$ cat src/rtl/ldpc_stop_pkg.sv
package ldpc_stop_pkg;

  typedef enum logic [1:0] {
    VERDICT_GO    = 2'd0,
    VERDICT_CLEAN = 2'd1,
    VERDICT_GIVEUP = 2'd2,
    VERDICT_BUDGET = 2'd3
  } verdict_e;

  // strict comparison used by both checkpoint tests
  function automatic logic above_limit(input int unsigned weight, input int unsigned limit);
    return weight > limit;
  endfunction

  // abandon rule: both checkpoint tests exceeded
  function automatic logic give_up(input logic early_flag, input logic late_over);
    return early_flag && late_over;
  endfunction

endpackage

$ cat src/rtl/ldpc_syndrome_count.sv
module ldpc_syndrome_count #(
  parameter int NCHK = 384,
  parameter int GRP  = 32,
  localparam int NGRP = (NCHK + GRP - 1) / GRP,
  localparam int GW   = $clog2(GRP + 1),
  localparam int SW   = $clog2(NCHK + 1)
) (
  input  logic [NCHK-1:0] bits,
  output logic [SW-1:0]   weight
);

  logic [NGRP*GRP-1:0] padded;
  logic [GW-1:0]       part [NGRP];

  assign padded = {{(NGRP*GRP-NCHK){1'b0}}, bits};

  for (genvar g = 0; g < NGRP; g++) begin : g_grp
    always_comb begin
      part[g] = '0;
      for (int b = 0; b < GRP; b++) begin
        part[g] = part[g] + GW'(padded[g*GRP+b]);
      end
    end
  end

  always_comb begin
    weight = '0;
    for (int g = 0; g < NGRP; g++) begin
      weight = weight + SW'(part[g]);
    end
  end

endmodule

$ cat src/rtl/ldpc_stop_decide.sv
module ldpc_stop_decide
  import ldpc_stop_pkg::*;
#(
  parameter int SW       = 9,
  parameter int IW       = 4,
  parameter int CKPT_A   = 3,
  parameter int CKPT_B   = 6,
  parameter int LIM_A    = 134,
  parameter int LIM_B    = 134,
  parameter int MAX_ITER = 15
) (
  input  logic [SW-1:0] weight,
  input  logic [IW-1:0] iter_num,
  input  logic          early_flag,
  output logic          at_ckpt_a,
  output logic          flag_value,
  output verdict_e      verdict
);

  logic at_ckpt_b;
  logic at_budget;
  logic late_over;

  assign at_ckpt_a  = (iter_num == IW'(CKPT_A));
  assign at_ckpt_b  = (iter_num == IW'(CKPT_B));
  assign at_budget  = (iter_num == IW'(MAX_ITER));
  assign flag_value = above_limit(int'(weight), LIM_A);
  assign late_over  = above_limit(int'(weight), LIM_B);

  always_comb begin
    if (weight == '0)
      verdict = VERDICT_CLEAN;
    else if (at_ckpt_b && give_up(early_flag, late_over))
      verdict = VERDICT_GIVEUP;
    else if (at_budget)
      verdict = VERDICT_BUDGET;
    else
      verdict = VERDICT_GO;
  end

endmodule

$ cat src/rtl/ldpc_stop_ctrl.sv
module ldpc_stop_ctrl
  import ldpc_stop_pkg::*;
#(
  parameter int NCHK     = 384,
  parameter int CKPT_A   = 3,
  parameter int CKPT_B   = 6,
  parameter int LIM_A    = 134,
  parameter int LIM_B    = 134,
  parameter int MAX_ITER = 15,
  localparam int SW = $clog2(NCHK + 1),
  localparam int IW = $clog2(MAX_ITER + 1)
) (
  input  logic            clk,
  input  logic            rst_n,
  input  logic            start,
  input  logic            chk_valid,
  input  logic [NCHK-1:0] chk_bits,
  output logic            done,
  output logic            success,
  output logic            abort,
  output logic [IW-1:0]   iter_used
);

  logic [SW-1:0] weight_w;
  logic [IW-1:0] iter_q;
  logic [IW-1:0] iter_next_w;
  logic          active_q;
  logic          flag_q;
  logic          done_q;
  logic          pass_q;
  logic          abort_q;
  logic          accept_w;
  logic          at_ckpt_a_w;
  logic          flag_value_w;
  verdict_e      verdict_w;

  assign accept_w    = chk_valid && active_q && !start;
  assign iter_next_w = iter_q + IW'(1);

  ldpc_syndrome_count #(.NCHK(NCHK)) u_count (
    .bits   (chk_bits),
    .weight (weight_w)
  );

  ldpc_stop_decide #(
    .SW(SW), .IW(IW), .CKPT_A(CKPT_A), .CKPT_B(CKPT_B),
    .LIM_A(LIM_A), .LIM_B(LIM_B), .MAX_ITER(MAX_ITER)
  ) u_decide (
    .weight     (weight_w),
    .iter_num   (iter_next_w),
    .early_flag (flag_q),
    .at_ckpt_a  (at_ckpt_a_w),
    .flag_value (flag_value_w),
    .verdict    (verdict_w)
  );

  always_ff @(posedge clk or negedge rst_n) begin
    if (!rst_n) begin
      active_q <= 1'b0;
      iter_q   <= '0;
      flag_q   <= 1'b0;
      done_q   <= 1'b0;
      pass_q   <= 1'b0;
      abort_q  <= 1'b0;
    end else begin
      done_q <= 1'b0;
      if (start) begin
        active_q <= 1'b1;
        iter_q   <= '0;
        flag_q   <= 1'b0;
        pass_q   <= 1'b0;
        abort_q  <= 1'b0;
      end else if (accept_w) begin
        iter_q <= iter_next_w;
        if (at_ckpt_a_w) flag_q <= flag_value_w;
        unique case (verdict_w)
          VERDICT_CLEAN: begin
            done_q   <= 1'b1;
            pass_q   <= 1'b1;
            active_q <= 1'b0;
          end
          VERDICT_GIVEUP: begin
            done_q   <= 1'b1;
            abort_q  <= 1'b1;
            active_q <= 1'b0;
          end
          VERDICT_BUDGET: begin
            done_q   <= 1'b1;
            active_q <= 1'b0;
          end
          default: ;
        endcase
      end
    end
  end

  assign done      = done_q;
  assign success   = pass_q;
  assign abort     = abort_q;
  assign iter_used = iter_q;

endmodule

$ cat config.mk
export PLATFORM = sky130hd
export DESIGN_NAME = ldpc_stop_ctrl
export DESIGN_NICKNAME = d
export VERILOG_FILES = /design/src/rtl/ldpc_stop_pkg.sv /design/src/rtl/ldpc_syndrome_count.sv /design/src/rtl/ldpc_stop_decide.sv /design/src/rtl/ldpc_stop_ctrl.sv
export SDC_FILE = /design/constraint.sdc
export NUM_CORES = 1
export LEC_CHECK = 0
export BUFFER_PORTS_ARGS = -buffer_cell sky130_fd_sc_hd__buf_4
export CORE_MARGIN = 1.5
export CORE_UTILIZATION = 54
export DETAILED_ROUTE_END_ITERATION = 7
export HOLD_SLACK_MARGIN = 0.15
export PLACE_DENSITY = 0.84
export SLEW_MARGIN = 20
export SYNTH_ARGS = -nofsm -noshare
export SYNTH_HDL_FRONTEND = slang
export SYNTH_SLANG_ARGS = --single-unit
$ cat constraint.sdc
create_clock -name clk -period 1.8 [get_ports clk]
set_input_delay 0 -clock clk [delete_from_list [all_inputs] [get_ports clk]]
set_output_delay 0 -clock clk [all_outputs]
set_load 0.02 [all_outputs]
==> flow_metrics.env <==
export IMPL_cts_sinks=9
export IMPL_overflow=0
export IMPL_synth_seq_cells=9
export IMPL_fin_nets=2530
export IMPL_worstSetupStartpointType="input pin"
export IMPL_setup_slack_ns=-7.23
export IMPL_layout_drive_gt1_share=0.268
export IMPL_core_area_mm2=0.0218
export IMPL_grt_pass1_wl_um=45800
export IMPL_routed_wl_um=26300
export IMPL_finalSetupTns_ns=-35.67
export IMPL_cts_max_level=1
export IMPL_seq_area_frac_synth=0.0187
export IMPL_crit_slowest_cell="or4_4"
export IMPL_hold_violations=0
export IMPL_min_period_ns=9.03
export IMPL_arrival_ns=9.15
export IMPL_max_freq_mhz=111
export IMPL_worstMarginPinSlew_ns=0.438
export IMPL_fin_util=0.723
export IMPL_area_delta_synth_final_pct=31.1
export IMPL_min_path_type="reg -> reg"
export IMPL_cts_tree="built"
export IMPL_synth_net_count=2110
export IMPL_max_slew_margin=0.705
export IMPL_fin_area_mm2=0.0158
export IMPL_period_share=5.02
export IMPL_seqCellArea_um2=225
export IMPL_clk_latency_ns=0.24
export IMPL_synthCells=1262
export IMPL_status="finished with violations"
export IMPL_via_per_inst=4.55
export IMPL_grt_max_degree=12
export IMPL_rsz0062_at_grt="yes"
export IMPL_start_util=0.552
export IMPL_layoutNonFillerInstCount=1961
export IMPL_grt_pass1_vias=10437
export IMPL_cpPeakStageDelay_ns=0.56
export IMPL_io_pins=395
export IMPL_numCtsBuffers=3
export IMPL_rows=54
export IMPL_clockBufferDepth=2
export IMPL_antenna_found_initial=0
export IMPL_violations="negative setup slack"
export IMPL_portBuffers=394
export IMPL_multi_input_area_mm2=0.00973
export IMPL_synth_adder_area_share=0.691
export IMPL_synth_xor_area_share=0.0335
export IMPL_slew_viol_final=0
export IMPL_synth_compound_area_frac=0.0397
export IMPL_crit_type="in -> reg"
export IMPL_clkTransAtPathRegs_ns=0.04
export IMPL_grtUsageTotal=0.243
export IMPL_dp_hpwl_um=25600
export IMPL_drv_cap=0
export IMPL_post_synth_cell_area_avg_um2=9.54
export IMPL_ys_flop_type="dfrtp_1"
export IMPL_synth_edf_count=0
export IMPL_post_route_drc_count=0
export IMPL_finalSetupViolCount=5
export IMPL_synth_top_family_by_area="adder cells"
export IMPL_drt_pass1_iterations=4
export IMPL_gp_congestion=0.930
export IMPL_netlist_area_mm2=0.0120
export IMPL_cp_end_kind="flip-flop"
export IMPL_drt_iter0_drc=180
export IMPL_crit_top_cell="fa_1"
export IMPL_antenna_left=0
export IMPL_async_reset_ff_frac=1.00
export IMPL_final_common_cell="inv_1"
export IMPL_dieWidth_um=152
export IMPL_yosys_cell_types_count=32
export IMPL_die_area_mm2=0.0232
export IMPL_synth_mux_area_frac=0
export IMPL_placedCellCount=1949
export IMPL_die_height_um=152
export IMPL_insertedDiodeCount=0
export IMPL_fillers=1537
export IMPL_synthSimpleGateAreaFrac=0.0297
export IMPL_yosysWarningCount=0
export IMPL_required_ns=1.92
export IMPL_worstPathMaxFanout=3
export IMPL_root_buffer="clkbuf_16"
export IMPL_wl_per_cell_um=13.4
export IMPL_clock_skew_ns=0.00249
export IMPL_placed_cell_area_mm2=0.0156
export IMPL_dr_total_vias=8927
export IMPL_mostFrequentLayoutCells="inv_1, buf_4, fa_1"
[synth_stat cells (all sizes together), types with 2 or more instances]
| library cell | n | area share |
|---|---|---|
| nand2 | 5 | 0.0016 |
| nand2b | 11 | 0.0057 |
| nand3 | 7 | 0.0029 |
| fa | 341 | 0.57 |
| ha | 119 | 0.12 |
| nor2 | 17 | 0.0053 |
| inv | 601 | 0.19 |
| nor2b | 20 | 0.010 |
| xnor2 | 24 | 0.017 |
| xor2 | 22 | 0.016 |
| a211oi | 2 | 0.0017 |
| dfrtp | 9 | 0.019 |
| a21oi | 32 | 0.014 |
| o21ai | 19 | 0.0079 |
| nor3 | 2 | 0.00083 |
| o21bai | 2 | 0.0012 |
| a21o | 15 | 0.0094 |
| o21a | 2 | 0.0012 |
[sequential cells by signal (all words and copies together), names as in the netlist]
register,count
active_q,1
flag_q,1
abort,1
iter_used,4
success,1
done,1
[cell type report]
class,count,share of cell area
Sequential cell,9,0.0143
Tap cell,280,0.0222
Inverter,601,0.143
Clock buffer,3,0.00476
Multi-Input combinational cell,651,0.616
Clock inverter,1,0.000317
Timing Repair Buffer,416,0.199
[timing repair]
item                                    in CTS  in global routing
resized for setup                           15                  3
hold endpoints to repair                    16                  0
endpoints found under the setup margin       5                  5
hold buffers                                 4                  0
pin swaps                                   12                  7
buffers inserted                             4                  1
[path summary, 6_finish.rpt]
kind                                    from            to  slack [ns]  cells after the start
worst max-delay path            chk_bits[33]      active_q       -7.23                     30
worst min register to register       success       success        0.52                      2
min in group asynchronous              rst_n  iter_used[2]        0.78                      3
worst max register to register  iter_used[1]      active_q        0.04                      7
worst min-delay path                 success       success        0.52                      2
max in group asynchronous              rst_n  iter_used[3]        0.72                      3
[stage by stage]
stage | setup WS [ns] | hold slack, ns
2_1_floorplan | -7.15 | -0.296
4_1_cts | -7.22 | 0.521
3_5_place_dp | -7.61 | -0.168
3_3_place_gp | -7.47 | -0.171
6_report | -7.23 | 0.519
5_1_grt | -7.50 | 0.556
[critical path: cells and delay by family]
kind	cells	cell delay, ns
AO/OA/AOI/OAI	5	0.78
adder cells (fa/ha/maj)	16	7.02
AND/OR/NAND/NOR	3	0.78
buffers and inverters	4	0.22
XOR/XNOR	2	0.31
[kinds of logic (layout without fill, tap and decap cells)]
family,count (synthesis),in the layout
xor gates and xnor gates,46,46
adders and majority gates,460,460
and+or+nand+nor,67,67
DFF,9,9
buffers and inverters,602,1021
AOI/OAI and AO/OA,78,78
[per-layer routing]
metal / wire [um] / vias to the layer above / GRT usage
li1: - / 4251 / -
met1: 9230 / 4347 / 0.277
met2: 15100 / 264 / 0.479
met3: 1200 / 65 / 0.0267
met4: 830 / 0 / 0.0629
met5: 0 / - / 0
Power is left out: the tool's default activity adds up to more than one toggle a clock period on the data nets, which glitch-free logic cannot reach.
